`src/rtl/oof_mon_pkg.sv`:
```
package oof_mon_pkg;

  localparam int IRQ_SRC   = 3;
  localparam int ENTRY_IDX = 0;
  localparam int REC_IDX   = 1;
  localparam int GP_IDX    = 2;

  // decoded from {abort, intEn}
  typedef enum logic [1:0] {
    MODE_IGNORE    = 2'b00,
    MODE_GP_IRQ    = 2'b01,
    MODE_GATE_ONLY = 2'b10,
    MODE_ABORT_IRQ = 2'b11
  } oofMode_t;

  typedef struct packed {
    logic sampleStb;
    logic pinRise;
    logic pinFall;
    logic pinLevel;
  } sampleEvt_t;

  typedef struct packed {
    logic entry;
    logic recover;
    logic gpi;
  } irqStb_t;

endpackage

```
`src/rtl/oof_mon_sampler.sv`:
```
module oof_mon_sampler
  import oof_mon_pkg::*;
#(
  parameter int SYNC_STAGES = 2
) (
  input  logic       clk,
  input  logic       rstN,
  input  logic       rxClk,
  input  logic       oofPin,
  input  logic       cfgFallEdge,
  output sampleEvt_t evt
);

  localparam int TOP = SYNC_STAGES - 1;

  logic [TOP:0] clkSync;
  logic [TOP:0] pinSync;
  logic         clkPrev;
  logic         sampleQ;
  logic         clkNow;
  logic         pinNow;
  logic         clkRise;
  logic         clkFall;
  logic         sampleStb;

  always_ff @(posedge clk) begin
    if (!rstN) begin
      clkSync <= '0;
      pinSync <= '0;
      clkPrev <= 1'b0;
      sampleQ <= 1'b0;
    end else begin
      clkSync <= {clkSync[TOP-1:0], rxClk};
      pinSync <= {pinSync[TOP-1:0], oofPin};
      clkPrev <= clkNow;
      if (sampleStb) sampleQ <= pinNow;
    end
  end

  always_comb begin
    clkNow    = clkSync[TOP];
    pinNow    = pinSync[TOP];
    clkRise   = clkNow & ~clkPrev;
    clkFall   = ~clkNow & clkPrev;
    sampleStb = cfgFallEdge ? clkFall : clkRise;
    evt.sampleStb = sampleStb;
    evt.pinRise   = sampleStb & pinNow & ~sampleQ;
    evt.pinFall   = sampleStb & ~pinNow & sampleQ;
    evt.pinLevel  = sampleQ;
  end

  initial begin
    assert (SYNC_STAGES >= 2) else $error("SYNC_STAGES must be at least 2");
  end

  assert_sample_hold_R1: assert property (@(posedge clk) disable iff (!rstN)
    !sampleStb |=> $stable(sampleQ));

  assert_single_strobe_R7: assert property (@(posedge clk) disable iff (!rstN)
    sampleStb |=> !sampleStb);

endmodule

```
`src/rtl/oof_mon_ctrl.sv`:
```
module oof_mon_ctrl
  import oof_mon_pkg::*;
(
  input  logic       clk,
  input  logic       rstN,
  input  sampleEvt_t evt,
  input  logic       cfgAbort,
  input  logic       cfgIntEn,
  output irqStb_t    stb,
  output logic       rxEnable
);

  oofMode_t mode;
  irqStb_t  stbNext;

  always_comb begin
    mode    = oofMode_t'({cfgAbort, cfgIntEn});
    stbNext = '0;
    unique case (mode)
      MODE_ABORT_IRQ: begin
        stbNext.entry   = evt.pinRise;
        stbNext.recover = evt.pinFall;
      end
      MODE_GP_IRQ:    stbNext.gpi = evt.pinFall;
      default:        stbNext = '0;
    endcase
    rxEnable = !(((mode == MODE_GATE_ONLY) || (mode == MODE_ABORT_IRQ)) && evt.pinLevel);
  end

  always_ff @(posedge clk) begin
    if (!rstN) stb <= '0;
    else       stb <= stbNext;
  end

  assert_entry_level_R2: assert property (@(posedge clk) disable iff (!rstN)
    stb.entry |-> (evt.pinLevel && $past(evt.sampleStb)));

  assert_recover_level_R4: assert property (@(posedge clk) disable iff (!rstN)
    stb.recover |-> !evt.pinLevel);

  assert_gp_level_R5: assert property (@(posedge clk) disable iff (!rstN)
    stb.gpi |-> !evt.pinLevel);

  assert_pulse_width_R7: assert property (@(posedge clk) disable iff (!rstN)
    (stb != '0) |=> (stb == '0));

endmodule

```
`src/rtl/oof_mon_status.sv`:
```
module oof_mon_status
  import oof_mon_pkg::*;
#(
  parameter int NSRC = IRQ_SRC
) (
  input  logic            clk,
  input  logic            rstN,
  input  logic [NSRC-1:0] setVec,
  input  logic            clrWe,
  input  logic [NSRC-1:0] clrData,
  output logic [NSRC-1:0] statusQ,
  output logic            irq
);

  logic [NSRC-1:0] clrMask;

  always_comb clrMask = clrWe ? clrData : '0;

  always_ff @(posedge clk) begin
    if (!rstN) statusQ <= '0;
    else       statusQ <= (statusQ & ~clrMask) | setVec;
  end

  always_comb irq = |statusQ;

  for (genvar i = 0; i < NSRC; i++) begin : g_chk
    assert_sticky_set_R8: assert property (@(posedge clk) disable iff (!rstN)
      setVec[i] |=> statusQ[i]);
    assert_w1c_R8: assert property (@(posedge clk) disable iff (!rstN)
      (clrWe && clrData[i] && !setVec[i]) |=> !statusQ[i]);
    assert_hold_R8: assert property (@(posedge clk) disable iff (!rstN)
      (statusQ[i] && !(clrWe && clrData[i])) |=> statusQ[i]);
  end

endmodule

```
`src/rtl/oof_monitor.sv`:
```
module oof_monitor
  import oof_mon_pkg::*;
#(
  parameter int SYNC_STAGES = 2
) (
  input  logic               clk,
  input  logic               rstN,
  input  logic               rxClk,
  input  logic               oofPin,
  input  logic               cfgFallEdge,
  input  logic               cfgAbort,
  input  logic               cfgIntEn,
  input  logic               statusClrWe,
  input  logic [IRQ_SRC-1:0] statusClrData,
  output logic               rxEnable,
  output logic               oofEntryPulse,
  output logic               frameRecPulse,
  output logic               gpIrqPulse,
  output logic [IRQ_SRC-1:0] statusBits,
  output logic               irq
);

  sampleEvt_t         evt;
  irqStb_t            stb;
  logic [IRQ_SRC-1:0] setVec;

  oof_mon_sampler #(.SYNC_STAGES(SYNC_STAGES)) sampler_i (
    .clk         (clk),
    .rstN        (rstN),
    .rxClk       (rxClk),
    .oofPin      (oofPin),
    .cfgFallEdge (cfgFallEdge),
    .evt         (evt)
  );

  oof_mon_ctrl ctrl_i (
    .clk      (clk),
    .rstN     (rstN),
    .evt      (evt),
    .cfgAbort (cfgAbort),
    .cfgIntEn (cfgIntEn),
    .stb      (stb),
    .rxEnable (rxEnable)
  );

  always_comb begin
    setVec            = '0;
    setVec[ENTRY_IDX] = stb.entry;
    setVec[REC_IDX]   = stb.recover;
    setVec[GP_IDX]    = stb.gpi;
    oofEntryPulse     = stb.entry;
    frameRecPulse     = stb.recover;
    gpIrqPulse        = stb.gpi;
  end

  oof_mon_status #(.NSRC(IRQ_SRC)) status_i (
    .clk     (clk),
    .rstN    (rstN),
    .setVec  (setVec),
    .clrWe   (statusClrWe),
    .clrData (statusClrData),
    .statusQ (statusBits),
    .irq     (irq)
  );

endmodule

```
`config.mk`:
```
export PLATFORM = sky130hd
export DESIGN_NAME = oof_monitor
export DESIGN_NICKNAME = d
export VERILOG_FILES = /design/src/rtl/oof_mon_pkg.sv /design/src/rtl/oof_mon_sampler.sv /design/src/rtl/oof_mon_ctrl.sv /design/src/rtl/oof_mon_status.sv /design/src/rtl/oof_monitor.sv
export SDC_FILE = /design/constraint.sdc
export NUM_CORES = 1
export LEC_CHECK = 0
export ABC_CLOCK_PERIOD_IN_PS = 2300
export CAP_MARGIN = 20
export CORE_AREA = 2 2 45 47
export DETAILED_ROUTE_END_ITERATION = 8
export DIE_AREA = 0 0 47 49
export DONT_BUFFER_PORTS = 1
export PLACE_DENSITY_LB_ADDON = 0.1
export SYNTH_ARGS = -nofsm -noshare
export SYNTH_HDL_FRONTEND = slang
export SYNTH_HIERARCHICAL = 1
export SYNTH_SLANG_ARGS = --single-unit
```
`constraint.sdc`:
```
create_clock -name clk -period 2.3 [get_ports clk]
set_clock_uncertainty 0.15 [all_clocks]
set_input_delay 0.46 -clock clk [delete_from_list [all_inputs] [get_ports clk]]
set_output_delay 0.46 -clock clk [all_outputs]
set_load 0.005 [all_outputs]
```
==> impl_metrics.yaml, run 1 <==
outcome:
  outcome: "finished, final reports clean"
route:
  postRouteAntennaNets: 0
  avgRoutedWirePerCell_um: 12.39
  drt_iter0_drc: 3
  via_per_inst: 4.200
  drc: 0
  vias: 294
  drt_pass1_iterations: 2
  wl_um: 867
yosys:
  synthesis.area_sq_um: 419.2
  synth_nets: 51
  syn_avg_cell_area_sq_um: 10.48
  synth_cells: 40
  synth_warnings: 6
worst_setup_path:
  regToRegEndpoint: "ctrl_i/stb[1]"
  cp_cell_sequence: "or3_1"
  path_max_fanout: 3
  max_stage_delay_ns: 0.39
  critPathKind: "flip-flop to primary output"
  critPathRequiredTime_ns: 1.69
  crit_path_end_kind: "primary output"
  crit_start: "status_i/statusQ[0]"
  r2r_start: "sampler_i/clkSync[1]"
  path_buf_inv: 0
  rr_worst_depth: 4
  critPathLaunchType: "flip-flop"
  r2r_slack_ns: 1.00
  cpLargestDelayFamily: "simple AND/OR/NAND/NOR gates"
  cp.arrival_ns: 1.00
  cp_slowest_cell: "or3_1"
die:
  rows: 16
  fp.coreArea_sq_mm: 0.001842
  pin_count: 19
  die_w_um: 47
  start_util_pct: 22.76
  die_h_um: 49
  die_area_sq_mm: 0.002303
timing:
  hold_ws_ns: 0.1334
  fmax_mhz: 622.8
  slew_headroom_pct: 84.17
  hold_violations: 0
  tightest_slew_ns: 0.2369
  tns_ns: 0
  slew_violations: 0
  period_share_pct: 69.81
  finalSetupViolations: 0
  min_period_ns: 1.606
  rsz0062_at_grt: "no"
finish:
  drive_gt1_share_pct: 18.60
  syn_to_final_growth_pct: 14.93
  instances_no_fill: 70
  antenna_cells: 0
  fin_nets: 55
  final_area_sq_um: 481.7
power:
  ir_worst_vdd_uv: 410.8
  powerDensity_mw_per_mm2: 800.9
  p_leak_nw: 0.1829
placement:
  gp_congestion: 0.7477
  dp_cells: 66
  port_buffers: 0
  placed_cell_area_sq_um: 445.4
  dp_hpwl_um: 680.8
global_route:
  grt_overflow_total: 0
  grt_pass1_vias: 342
  grt_usage_pct: 8.441
  grt_max_degree: 14
  antenna_found_initial: 0
  grt_first_pass_wirelength_um: 1317
hold_path:
  holdPathStages: 1
  min_from: "statusClrWe"
  hp-class: "input port to flip-flop"
  holdPathEnd: "status_i/statusQ[0]"
clock_tree:
  h-tree-depth: 1
  cts_made_buffers: 3
  path_clk_slew_ns: 0.08
  post_cts_buffers: 0
  clkLatencyLatePin_ns: 0.27
  cts-root-buf: "clkbuf_4"
  holdBufCountCts: 0
  clock_tree.buffer_depth: 2
  cts_tree: "done"
  cts.sink_count: 12
  cts.repair.resized: 0
job:
  cap_violations: 0
==> stage by stage <==
step                      utilization (%)  power [W]  worst slack, ns
after floorplan                         -  0.0002236           0.9905
after global placement              24.18  0.0002243           0.9217
after detailed placement            24.18  0.0002246           0.8975
after CTS                           26.15  0.0003931           0.6838
final                               26.15  0.0003858           0.6943
after global routing                26.15  0.0004052           0.6361
==> layout by cell type, fill, tap and decap left out, types with 2 or more instances in the layout <==
cell type	instances
and2_1	4
dfxtp_1	12
a31oi_1	3
nand2_1	3
inv_1	3
clkbuf_4	3
and4_2	2
o21ai_0	3
nor3b_1	2
==> where the power goes <==
| group | total (W) | internal (W) | switching (W) |
|---|---|---|---|
| sequential | 0.000213 | 0.000211 | 0.00000167 |
| clock | 0.000166 | 0.0000961 | 0.0000703 |
| combinational | 0.00000626 | 0.00000396 | 0.00000229 |
| total | 0.000386 | 0.000312 | 0.0000743 |
==> state kept, by name, summed over array words and instances, names as in the netlist <==
signal,count
sampler_i/clkPrev,1
sampler_i/clkSync,2
sampler_i/pinSync,2
status_i/statusQ,3
ctrl_i/stb,3
sampler_i/sampleQ,1
==> worst max path at each step <==
stage | end | slack (ns) | cells past startpoint
after floorplan | ctrl_i/stb[1] | 0.99 | 4
after global placement | ctrl_i/stb[1] | 0.92 | 4
after detailed placement | ctrl_i/stb[1] | 0.90 | 4
after CTS | irq | 0.68 | 1
after global routing | irq | 0.64 | 1
final | irq | 0.69 | 1
==> final cells by class <==
class	instances	area, sq um
sequential	12	240.2
inverter	3	11.26
clock buffer	4	36.28
tap	27	33.78
fill	207	1360
multi-input combinational	24	160.2
==> metal layers <==
metal  vias to the layer above  routed length [um]  global-route usage (%)
met5                         -                   0                       0
met4                         0                   9                   4.167
met3                         2                  61                   5.556
met2                        13                 434                   13.24
met1                       135                 361                   8.200
li1                        144                   -                       -
Note: power is estimated with default switching activity, not from simulation.
==> run 2, diff against run 1 <==
ABC_AREA = 1   (was not set)
ABC_CLOCK_PERIOD_IN_PS = 1400   (was 2300)
CORE_AREA = 2 2 47 49   (was 2 2 45 47)
DIE_AREA = 0 0 49 51   (was 0 0 47 49)
clock period = 1.4 ns   (was 2.3 ns; I/O delays follow)
==> run 2 against run 1 <==
First-iteration DRC count decreased by 67%. Non-clock buffer count is 5 higher. Critical path type unchanged. Clock power increased by 62%. Worst setup slack lost 0.51 ns. Synthesized area is 11% higher. Sequential share of layout area shrank 8.3 points. Die area rose by 8.5%.
==> impl_metrics.yaml, run 2 <==
clock_tree:
  clock_tree.buffer_depth: 2
  cts-root-buf: "clkbuf_4"
  path_clk_slew_ns: 0.07
  cts.sink_count: 12
  cts_made_buffers: 3
  cts_tree: "done"
  clkLatencyLatePin_ns: 0.27
  h-tree-depth: 1
  cts.repair.resized: 0
yosys:
  synthesis.area_sq_um: 464.2
  synth_nets: 76
  synth_warnings: 6
  syn_avg_cell_area_sq_um: 7.141
  synth_cells: 65
global_route:
  grt_pass1_vias: 360
  grt_max_degree: 8
  antenna_found_initial: 0
  grt_overflow_total: 0
  grt_first_pass_wirelength_um: 1421
  grt_usage_pct: 8.260
timing:
  tightest_slew_ns: 0.2636
  rsz0062_at_grt: "no"
  min_period_ns: 1.213
  slew_violations: 0
  finalSetupViolations: 0
  period_share_pct: 86.61
  slew_headroom_pct: 82.37
  tns_ns: 0
  hold_ws_ns: 0.02190
  setup_ws_ns: 0.1874
  fmax_mhz: 824.7
  hold_violations: 0
worst_setup_path:
  critPathRequiredTime_ns: 0.97
  rr_worst_depth: 9
  critPathKind: "flip-flop to primary output"
  cp.arrival_ns: 0.78
  crit_path_end_kind: "primary output"
  path_max_fanout: 3
  critPathLaunchType: "flip-flop"
finish:
  mostFrequentLayoutCells: "18 x nand2_1, 17 x inv_1, 12 x dfxtp_1"
  fin_nets: 85
  reg_top3: "ctrl_i/stb x3, status_i/statusQ x3"
  drive_gt1_share_pct: 13.70
  antenna_cells: 0
  final_common_cell: "nand2_1"
  final_area_sq_um: 578.1
  syn_to_final_growth_pct: 24.53
outcome:
  outcome: "finished, final reports clean"
route:
  wl_um: 829
  vias: 374
  drc: 0
  drt_iter0_drc: 1
  postRouteAntennaNets: 0
  avgRoutedWirePerCell_um: 8.208
  via_per_inst: 3.703
  drt_pass1_iterations: 2
power:
  powerDensity_mw_per_mm2: 1131
  p_leak_nw: 0.2723
  ir_worst_vdd_uv: 491.3
  power_w: 0.0006536
die:
  start_util_pct: 22.50
  die_area_sq_mm: 0.002499
  pin_count: 19
  die_w_um: 49
  fp.coreArea_sq_mm: 0.002063
  rows: 17
  die_h_um: 51
job:
  cap_violations: 0
hold_path:
  holdPathStages: 2
  hp-class: "input port to flip-flop"
placement:
  gp_congestion: 0.6252
  placed_cell_area_sq_um: 491.7
  port_buffers: 0
  pre_cts_slack_ns: 0.2849
  dp_hpwl_um: 621.4
## run 2: worst max-delay path, cell delays in order, from the launching register on
cell	delay (ns)
dfxtp_1	0.34
nor2_1	0.11
nand2_1	0.07
## run 2: where the power goes
group	switching [W]	leakage (nW)	total, W	internal (W)
clock network	0.000111	0.0210	0.000269	0.000158
registers	0.00000293	0.0976	0.000351	0.000348
logic	0.0000169	0.154	0.0000342	0.0000173
## run 2: routing by layer
| layer | GRT usage (%) | share of wire [%] |
|---|---|---|
| met5 | 0 | 0 |
| met4 | 7.143 | 1.6 |
| met3 | 5.556 | 12 |
| met2 | 12.56 | 48 |
| met1 | 7.581 | 38 |
## run 2: worst paths after layout
path                                      startpoint              endpoint  slack (ns)
worst max-delay path             status_i/statusQ[0]                   irq        0.19
worst max register to register  sampler_i/clkSync[1]         ctrl_i/stb[1]        0.29
worst min-delay path                            rstN   status_i/statusQ[1]        0.02
worst min register to register  sampler_i/pinSync[0]  sampler_i/pinSync[1]        0.26
## run 2: through the flow
| step | utilization, % | instances |
|---|---|---|
| 2_1_floorplan | - | 65 |
| 3_3_place_gp | 23.83 | 92 |
| 3_5_place_dp | 23.83 | 92 |
| 4_1_cts | 28.02 | 101 |
| 5_1_grt | 28.02 | 101 |
| 6_report | 28.02 | 101 |
## run 2: repair_timing
action                     CTS  global route
hold buffers                 5             0
setup endpoints to repair    0             0
setup buffers                0             0
hold endpoints to repair     8             0
## run 2: layout make-up
type / instances / area [sq um]
fill: 237 / 1485
clock buffer: 4 / 36.28
timing repair buffer: 5 / 50.05
tap: 28 / 35.03
multi-input combinational: 34 / 148.9
sequential: 12 / 240.2
inverter: 18 / 67.56
